## config.mk

```make
export PLATFORM = sky130hd
export DESIGN_NAME = msi_bank
export DESIGN_NICKNAME = d
export VERILOG_FILES = /design/src/rtl/msi_bank_pkg.sv /design/src/rtl/msi_wr_decode.sv /design/src/rtl/msi_slot.sv /design/src/rtl/msi_rd_path.sv /design/src/rtl/msi_bank.sv
export SDC_FILE = /design/constraint.sdc
export NUM_CORES = 1
export LEC_CHECK = 0
export ABC_AREA = 1
export BUFFER_PORTS_ARGS = -buffer_cell sky130_fd_sc_hd__clkbuf_2
export CORE_ASPECT_RATIO = 2
export CORE_UTILIZATION = 40
export DETAILED_ROUTE_END_ITERATION = 6
export RECOVER_POWER = 50
export SLEW_MARGIN = 40
export SYNTH_ARGS = -nofsm -noshare
export SYNTH_HDL_FRONTEND = slang
export SYNTH_SLANG_ARGS = --single-unit
```

## constraint.sdc

```tcl
create_clock -name clk -period 1.3 [get_ports clk]
set_input_delay 0.26 -clock clk [delete_from_list [all_inputs] [get_ports clk]]
set_output_delay 0.26 -clock clk [all_outputs]
set_load 0.01 [all_outputs]
```

## src/rtl/msi_bank_pkg.sv

```systemverilog
package msi_bank_pkg;
  localparam int unsigned BUS_W      = 32;
  localparam int unsigned ADDR_W     = 12;
  localparam int unsigned SEL_W      = 3;
  localparam int unsigned NUM_SLOTS  = 1 << SEL_W;
  localparam int unsigned BIT_W      = $clog2(BUS_W);
  localparam int unsigned SEL_LSB    = BUS_W - SEL_W;
  localparam int unsigned BIT_LSB    = SEL_LSB - BIT_W;
  localparam int unsigned STRIDE_LG  = 4;
  localparam logic [ADDR_W-1:0] IDX_OFF = 12'h140;
  localparam logic [ADDR_W-1:0] SUM_OFF = 12'h120;

  typedef logic [BUS_W-1:0] word_t;

  // Register select field of an index write
  function automatic logic [SEL_W-1:0] sel_field(input word_t w);
    return w[BUS_W-1 -: SEL_W];
  endfunction

  // Bit select field of an index write
  function automatic logic [BIT_W-1:0] bit_field(input word_t w);
    return w[SEL_LSB-1 -: BIT_W];
  endfunction

  // True when an offset addresses a message register
  function automatic logic slot_hit(input logic [ADDR_W-1:0] a);
    return (a[STRIDE_LG-1:0] == '0) &&
           (a[ADDR_W-1:STRIDE_LG] < (ADDR_W-STRIDE_LG)'(NUM_SLOTS));
  endfunction

  // Register number addressed by an offset
  function automatic logic [SEL_W-1:0] slot_num(input logic [ADDR_W-1:0] a);
    return a[STRIDE_LG +: SEL_W];
  endfunction
endpackage

```

## src/rtl/msi_wr_decode.sv

```systemverilog
module msi_wr_decode
  import msi_bank_pkg::*;
(
  input  logic                 wr_en,
  input  logic [ADDR_W-1:0]    wr_addr,
  input  logic [SEL_W-1:0]     sel,
  input  logic [BIT_W-1:0]     bitn,
  output logic [NUM_SLOTS-1:0] set_req,
  output word_t                set_mask
);
  logic idx_hit;
  assign idx_hit  = wr_en && (wr_addr == IDX_OFF);
  assign set_mask = word_t'(1) << bitn;

  for (genvar i = 0; i < NUM_SLOTS; i++) begin : g_sel
    assign set_req[i] = idx_hit && (sel == SEL_W'(i));
  end
endmodule

```

## src/rtl/msi_slot.sv

```systemverilog
module msi_slot
  import msi_bank_pkg::*;
(
  input  logic  clk,
  input  logic  rst_n,
  input  logic  set,
  input  word_t set_mask,
  input  logic  clr,
  output word_t value,
  output logic  irq
);
  word_t held;

  always_ff @(posedge clk or negedge rst_n) begin
    if (!rst_n) held <= '0;
    else if (set || clr)
      held <= (clr ? word_t'(0) : held) | (set ? set_mask : word_t'(0));
  end

  assign value = held;
  assign irq   = |held;
endmodule

```

## src/rtl/msi_rd_path.sv

```systemverilog
module msi_rd_path
  import msi_bank_pkg::*;
(
  input  logic                  clk,
  input  logic                  rst_n,
  input  logic                  rd_en,
  input  logic [ADDR_W-1:0]     rd_addr,
  input  word_t [NUM_SLOTS-1:0] slot_val,
  output logic [NUM_SLOTS-1:0]  clr_req,
  output logic                  rd_unmapped,
  output word_t                 rdata
);
  logic  is_slot, is_sum;
  word_t summary, rd_next;

  assign is_slot     = slot_hit(rd_addr);
  assign is_sum      = (rd_addr == SUM_OFF);
  assign rd_unmapped = rd_en && !is_slot && !is_sum;

  for (genvar i = 0; i < NUM_SLOTS; i++) begin : g_clr
    assign clr_req[i] = rd_en && is_slot && (slot_num(rd_addr) == SEL_W'(i));
    assign summary[i] = |slot_val[i];
  end
  assign summary[BUS_W-1:NUM_SLOTS] = '0;

  always_comb begin
    if (is_slot)     rd_next = slot_val[slot_num(rd_addr)];
    else if (is_sum) rd_next = summary;
    else             rd_next = '0;
  end

  always_ff @(posedge clk or negedge rst_n) begin
    if (!rst_n)     rdata <= '0;
    else if (rd_en) rdata <= rd_next;
  end
endmodule

```

## src/rtl/msi_bank.sv

```systemverilog
module msi_bank
  import msi_bank_pkg::*;
(
  input  logic                 clk,
  input  logic                 rst_n,
  input  logic                 bus_wr,
  input  logic [ADDR_W-1:0]    bus_waddr,
  input  logic [BUS_W-1:0]     bus_wdata,
  input  logic                 bus_rd,
  input  logic [ADDR_W-1:0]    bus_raddr,
  output logic [BUS_W-1:0]     bus_rdata,
  output logic [NUM_SLOTS-1:0] msg_irq
);
  logic [NUM_SLOTS-1:0]  set_req, clr_req;
  word_t                 set_mask;
  word_t [NUM_SLOTS-1:0] slot_val;
  logic                  rd_unmapped;
  logic                  unused_low_bits;

  assign unused_low_bits = ^bus_wdata[BIT_LSB-1:0];

  msi_wr_decode u_dec (
    .wr_en   (bus_wr),
    .wr_addr (bus_waddr),
    .sel     (sel_field(bus_wdata)),
    .bitn    (bit_field(bus_wdata)),
    .set_req (set_req),
    .set_mask(set_mask)
  );

  for (genvar i = 0; i < NUM_SLOTS; i++) begin : g_slot
    msi_slot u_slot (
      .clk     (clk),
      .rst_n   (rst_n),
      .set     (set_req[i]),
      .set_mask(set_mask),
      .clr     (clr_req[i]),
      .value   (slot_val[i]),
      .irq     (msg_irq[i])
    );
  end

  msi_rd_path u_rd (
    .clk        (clk),
    .rst_n      (rst_n),
    .rd_en      (bus_rd),
    .rd_addr    (bus_raddr),
    .slot_val   (slot_val),
    .clr_req    (clr_req),
    .rd_unmapped(rd_unmapped),
    .rdata      (bus_rdata)
  );
endmodule

```

# Word-level counts from Yosys, hierarchy flattened
# Cells that the tools add are included.
[op_classes]
addsub = 0
multipliers = 0
div_mod_pow = 0
order_cmp = 2
eq_ne = 16
shift = 1
n_mux = 20
bitwise_logic = 8
n_reduce_logical = 38
[ops]
columns = ["cell", "count"]
rows = [
  ["$mux 32", 18],
  ["$or 32x32->32", 8],
  ["$reduce_or 32->1", 8],
  ["$bmux 32 s3", 1],
  ["$shl 1x5->32 const A", 1],
  ["$eq 12x9->1 const B", 2],
  ["$eq 3x3->1 const B", 8],
  ["$logic_and 1x1->1", 19],
  ["$eq 3x2->1 const B", 4],
  ["$logic_or 1x1->1", 8],
  ["$lt 8x4->1 const B", 1],
  ["$mux 8", 1],
  ["$eq 3x1->1 const B", 2],
  ["$logic_not 3->1", 2],
  ["$logic_not 4->1", 1],
  ["$lt 3x4->1 const B", 1],
]
[totals]
reg_bits = 288
latchBits = 0
ram_bits = 0
rom_bits = 0
input_bits = 60
output_inout_bits = 40
wordCells = 94
memories = 0

# Longest topological paths before layout
[logic_depth]
ltp_word = 6
mapped_depth = 13
mapped_depth_nobuf = 11

# By module
# Synthesis repeated with hierarchy kept, for this count alone.
[unflattened]
cells_unflattened = 2168
area_unflattened_um2 = 15653.8
[by_module_without_submodules]
columns = ["module", "instances", "cells_each", "area_per_inst_um2", "seq_area_each_um2"]
rows = [
  ["msi_slot", 8, 163, 1365.1, 800.8],
  ["msi_rd_path", 1, 770, 4226.6, 800.8],
  ["msi_wr_decode", 1, 94, 506.7, 0.0],
]

# Worst setup path before layout
# No wires, ideal clock.
[synth_path]
path_type = "input to register"
start = "input bus_raddr[5]"
end = "register u_rd.rdata[20]"
setup_ns = 0.117
arrival_ns = 1.313
t_required_ns = 1.183
setup_slack_ns = -0.130
path_stages = 10
path_cell_list = "buf_4 > inv_2 > nand2_1 > buf_2 > buf_2 > o21a_1 > o21ai_0 > nand2_1 > nand3_1 > nand2_1"
[synth_between]
elab_chain_cells = 3
[synth_rtl]
columns = ["item", "line", "source"]
rows = [
  ["from (decl)", "msi_bank.sv:10", "input logic [ADDR_W-1:0] bus_raddr,"],
  ["$lt 8x4->1 or $bmux 32 s3 (tied branches)", "msi_bank_pkg.sv:28, msi_rd_path.sv:27", ""],
  ["$logic_and 1x1->1 or $mux 32 (tied branches)", "msi_bank_pkg.sv:27, msi_rd_path.sv:27", ""],
  ["$mux 32 (*)", "msi_rd_path.sv:27", "if (is_slot) rd_next = slot_val[slot_num(rd_addr)];"],
  ["to (signal assigned)", "msi_rd_path.sv:34", "else if (rd_en) rdata <= rd_next;"],
  ["to (decl)", "msi_rd_path.sv:11", "output word_t rdata"],
]
# Mark *: on every way between the ends. The rest lies on a longest branch, timed or not. The select of a mux whose other input is x is not followed.
# A chain may end at the register's enable or synchronous reset.

# Final worst setup path
[layout_path]
start = "register g_slot[3].u_slot.held[21]"
end = "output msg_irq[3]"
[layout_between]
elab_chain_cells = 1
[layout_rtl]
columns = ["item", "line", "source"]
rows = [
  ["from (decl)", "msi_slot.sv:12", "word_t held;"],
  ["from (signal assigned)", "msi_slot.sv:17", "held <= (clr ? word_t'(0) : held) | (set ? set_mask : word_t'(0));"],
  ["$reduce_or 32->1", "msi_slot.sv:21", "assign irq = |held;"],
  ["to (decl)", "msi_bank.sv:12", "output logic [NUM_SLOTS-1:0] msg_irq"],
]
# No other way between the ends.

==> metrics.txt <==
# TYPE chip_impl_metric gauge
chip_impl_metric{name="ys_seq_area_share",unit="%"} 49.5
chip_impl_metric{name="fin_crit_sh",unit="%"} 157
chip_impl_metric{name="design.die.area",unit="um2"} 37200
chip_impl_metric{name="p_per_area",unit="nW/um2"} 931
chip_impl_info{name="worst_path_dominant_cell_family",value="simple AND/OR/NAND/NOR gates"} 1
chip_impl_metric{name="post-place-cells",unit=""} 2916
chip_impl_metric{name="nNetsFinal",unit=""} 2586
chip_impl_metric{name="synth-warning-count",unit=""} 0
chip_impl_metric{name="peakVddDrop",unit="mV"} 0.980
chip_impl_metric{name="cp.required",unit="ns"} 1.04
chip_impl_metric{name="synth_cell_type_count",unit=""} 27
chip_impl_metric{name="drt_first_iter_violations",unit=""} 1134
chip_impl_metric{name="fin_crit",unit="ns"} 2.04
chip_impl_info{name="outcome",value="finished with violations"} 1
chip_impl_metric{name="synth-seq-cells",unit=""} 288
chip_impl_metric{name="final-instance-count-excl-fill",unit=""} 2997
chip_impl_metric{name="ctsHtreeMaxLevel",unit=""} 1
chip_impl_info{name="critical_path.startpoint",value="g_slot[3].u_slot.value[21]"} 1
chip_impl_metric{name="postSynthCellCount",unit=""} 2075
chip_impl_metric{name="worstPathBufferInverterCount",unit=""} 2
chip_impl_metric{name="max_transition_viols_final",unit=""} 0
chip_impl_info{name="cp_cell_sequence",value="nor2_1, nand3_1, nor2_4, buf_4, nand4_1, clkbuf_2"} 1
chip_impl_metric{name="setup_slack",unit="ns"} -0.739
chip_impl_metric{name="place.port_buffers",unit=""} 75
chip_impl_metric{name="timing.reg2reg.setup_slack",unit="ns"} -0.23
chip_impl_metric{name="worst-path-max-fanout",unit=""} 2
chip_impl_metric{name="place_congestion",unit=""} 1.00
chip_impl_metric{name="ant_nets",unit=""} 0
chip_impl_metric{name="wl_per_cell",unit="um"} 20.4
chip_impl_metric{name="cts_sinks",unit=""} 288
chip_impl_metric{name="p_leak",unit="nW"} 11.7
chip_impl_metric{name="synth-edff-count",unit=""} 0
chip_impl_info{name="hold_start",value="bus_rd"} 1
chip_impl_info{name="tritoncts",value="done"} 1
chip_impl_info{name="synth_top_area_cell",value="sky130_fd_sc_hd__dfrtp_1"} 1
chip_impl_metric{name="globalRoute.totalOverflow",unit=""} 0
chip_impl_metric{name="largest_net_degree_at_the_start_of_global_routing",unit=""} 41
chip_impl_metric{name="worstMarginPinSlew",unit="ns"} 0.698
chip_impl_metric{name="initial_utilization",unit="%"} 40.7
chip_impl_metric{name="std_cell_rows",unit=""} 98
chip_impl_metric{name="die_y",unit="um"} 272
chip_impl_info{name="yosys_most_used_dff",value="sky130_fd_sc_hd__dfrtp_1"} 1
chip_impl_info{name="synthTopCellsByArea",value="sky130_fd_sc_hd__dfrtp_1 49%, sky130_fd_sc_hd__nand2_1 26%, sky130_fd_sc_hd__nor2_1 8.1%"} 1
chip_impl_metric{name="core_area",unit="um2"} 35800
chip_impl_metric{name="setup-violations-final",unit=""} 51
chip_impl_metric{name="dr_total_vias",unit=""} 15600
chip_impl_metric{name="crit_path_max_incr_delay",unit="ns"} 0.39
chip_impl_metric{name="place_hpwl",unit="um"} 45900
chip_impl_metric{name="track_usage",unit="%"} 33.6
chip_impl_metric{name="detail_route.wirelength",unit="um"} 61200
chip_impl_metric{name="clk_latency",unit="ns"} 0.58
chip_impl_info{name="start_kind",value="flop"} 1
chip_impl_metric{name="stdcell_area",unit="um2"} 20600
chip_impl_info{name="path_class",value="reg2out"} 1
chip_impl_info{name="failed_checks",value="negative setup slack"} 1
chip_impl_metric{name="grt_antenna_before_repair",unit=""} 0
chip_impl_info{name="cts_root_buf",value="sky130_fd_sc_hd__clkbuf_16"} 1
chip_impl_info{name="end_kind",value="output port"} 1
chip_impl_metric{name="grt_first_pass_wirelength",unit="um"} 90200
chip_impl_metric{name="ys_async_sr_fraction",unit="%"} 100
chip_impl_info{name="rsz_0062_raised_after_global_routing",value="yes"} 1
chip_impl_metric{name="avgViaCountPerCell",unit=""} 5.20
chip_impl_metric{name="vias_in_the_first_global_route",unit=""} 15600
chip_impl_metric{name="die-width",unit="um"} 137
chip_impl_metric{name="antenna_cells",unit=""} 0
chip_impl_metric{name="ctsLongestPathBuffers",unit=""} 3
chip_impl_metric{name="layout-drive-gt1-share",unit="%"} 28.2
chip_impl_metric{name="syn_area",unit="um2"} 14600
chip_impl_info{name="timing.rr.start",value="g_slot[3].u_slot.value[12]"} 1
chip_impl_info{name="hp-class",value="in2reg"} 1
chip_impl_metric{name="cp.arrival",unit="ns"} 1.78
chip_impl_metric{name="worst_setup_hold_path_clk_slew",unit="ns"} 0.06
chip_impl_metric{name="placed_area",unit="um2"} 19000
chip_impl_metric{name="top_level_ports",unit=""} 100
chip_impl_metric{name="cts-buffers-inserted",unit=""} 28
chip_impl_metric{name="drtPass1Iterations",unit=""} 5
chip_impl_metric{name="avgSynthCellArea",unit="um2"} 7.02
chip_impl_metric{name="slew_headroom",unit="%"} 53.5
chip_impl_metric{name="synth_top_area_share",unit="%"} 49.5
chip_impl_metric{name="final.setup_skew",unit="ns"} 0.0125
chip_impl_metric{name="area_delta_synth_final",unit="%"} 41.6
chip_impl_metric{name="nFillCells",unit=""} 3387
chip_impl_metric{name="cap_violations",unit=""} 0
chip_impl_info{name="critPathSlowestCell",value="sky130_fd_sc_hd__dfrtp_1"} 1
chip_impl_metric{name="achievable-frequency",unit="MHz"} 490
chip_impl_metric{name="post-route-drc-count",unit=""} 0
chip_impl_metric{name="synth.net_count",unit=""} 2135
chip_impl_metric{name="timing_hold_violations_final",unit=""} 0
==> final timing paths <==
| check | end | cells past startpoint |
|---|---|---|
| min in group asynchronous | g_slot[1].u_slot.value[1] | 2 |
| min reg2reg | g_slot[0].u_slot.value[22] | 2 |
| max in group asynchronous | g_slot[5].u_slot.value[30] | 3 |
| min | u_rd.rdata[2] | 3 |
| max | msg_irq[3] | 6 |
| max reg2reg | u_rd.rdata[12] | 6 |
==> worst min-delay path, delay by kind of cell <==
| family | cells | cell delay (ns) |
|---|---|---|
| buffers and inverters | 1 | 0.19 |
| and+or+nand+nor | 2 | 0.15 |
==> cell type report <==
type | instances | area [um2] | share of cell area, %
Inverter | 93 | 363 | 1.76
Timing Repair Buffer | 525 | 4460 | 21.6
Sequential cell | 288 | 7210 | 35.0
Multi-Input combinational cell | 1590 | 7090 | 34.3
Clock inverter | 11 | 114 | 0.552
Clock buffer | 40 | 837 | 4.06
Tap cell | 450 | 563 | 2.73
==> registers in the layout (all words and copies together) (netlist names) <==
| register | count |
|---|---|
| u_rd.rdata | 32 |
| g_slot.u_slot.value | 256 |
==> where the power goes <==
part	switching [mW]	total (mW)	leakage [nW]	internal (mW)
sequential	0.00111	8.96	4.02	8.96
combinational	1.04	1.59	7.22	0.556
clock	3.80	8.67	0.469	4.87
==> timing repair <==
| action | 4_1_cts | 5_1_grt |
|---|---|---|
| gates resized for setup | 97 | 81 |
| endpoints found under the setup margin | 65 | 85 |
| setup buffers | 21 | 23 |
| hold buffers | 1 | 0 |
| endpoints found under the hold margin | 247 | 0 |
| pin swaps | 38 | 45 |
==> logic make-up after synthesis <==
| family | after synthesis | synth area share (%) |
|---|---|---|
| AOI/OAI and AO/OA | 113 | 4.68 |
| buffers and inverters | 197 | 5.86 |
| DFF | 288 | 49.5 |
| and+or+nand+nor | 1477 | 40.0 |
==> per-stage QoR <==
stage               worst slack, ns  total power, mW  setup TNS [ns]  hold WS, ns  util, %
finish                       -0.739             19.2           -9.21       0.0576     57.6
global route                 -0.812             19.7          -11.27       0.0785     57.6
CTS                          -0.744             19.3           -8.81       0.0499     56.7
detailed placement           -0.646             10.7         -140.04        0.203     53.0
global placement             -0.665             10.6         -140.56        0.204     53.0
floorplan                   -0.0646             9.70          -11.11      -0.0356        -
==> metal layers <==
layer / track usage (%) / vias up / routed length [um]
met5: 0 / - / 0
li1: - / 7317 / -
met2: 57.3 / 651 / 30700
met1: 32.4 / 7320 / 19200
met3: 3.59 / 298 / 2920
met4: 38.6 / 0 / 8380
==> layout by cell type, fill, tap and decap left out, drive strengths merged, types with 3 or more instances in the layout <==
cell type,n
nand2,1021
buf,453
nor2,319
dfrtp,288
clkbuf,111
inv,92
nand3,79
o21ai,61
nand4,29
or2,20
a21oi,12
o22a,11
o2111ai,10
o21a,9
o22ai,8
clkinv,8
nand3b,6
nor3,3
==> cells in the mapped netlist, types with 3 or more instances <==
library cell and n:
sky130_fd_sc_hd__a21oi_1 12, sky130_fd_sc_hd__buf_2 57, sky130_fd_sc_hd__buf_4 11, sky130_fd_sc_hd__clkbuf_1 34, sky130_fd_sc_hd__dfrtp_1 288, sky130_fd_sc_hd__inv_1 87
sky130_fd_sc_hd__inv_2 4, sky130_fd_sc_hd__nand2_1 1021, sky130_fd_sc_hd__nand3_1 74, sky130_fd_sc_hd__nand3_2 5, sky130_fd_sc_hd__nand3b_1 6, sky130_fd_sc_hd__nand4_1 29
sky130_fd_sc_hd__nor2_1 316, sky130_fd_sc_hd__nor2_2 3, sky130_fd_sc_hd__o2111ai_1 10, sky130_fd_sc_hd__o21a_1 9, sky130_fd_sc_hd__o21ai_0 60, sky130_fd_sc_hd__o22a_1 11
sky130_fd_sc_hd__o22ai_1 8, sky130_fd_sc_hd__or2_2 20
Note: power is estimated with default switching activity, not from simulation.
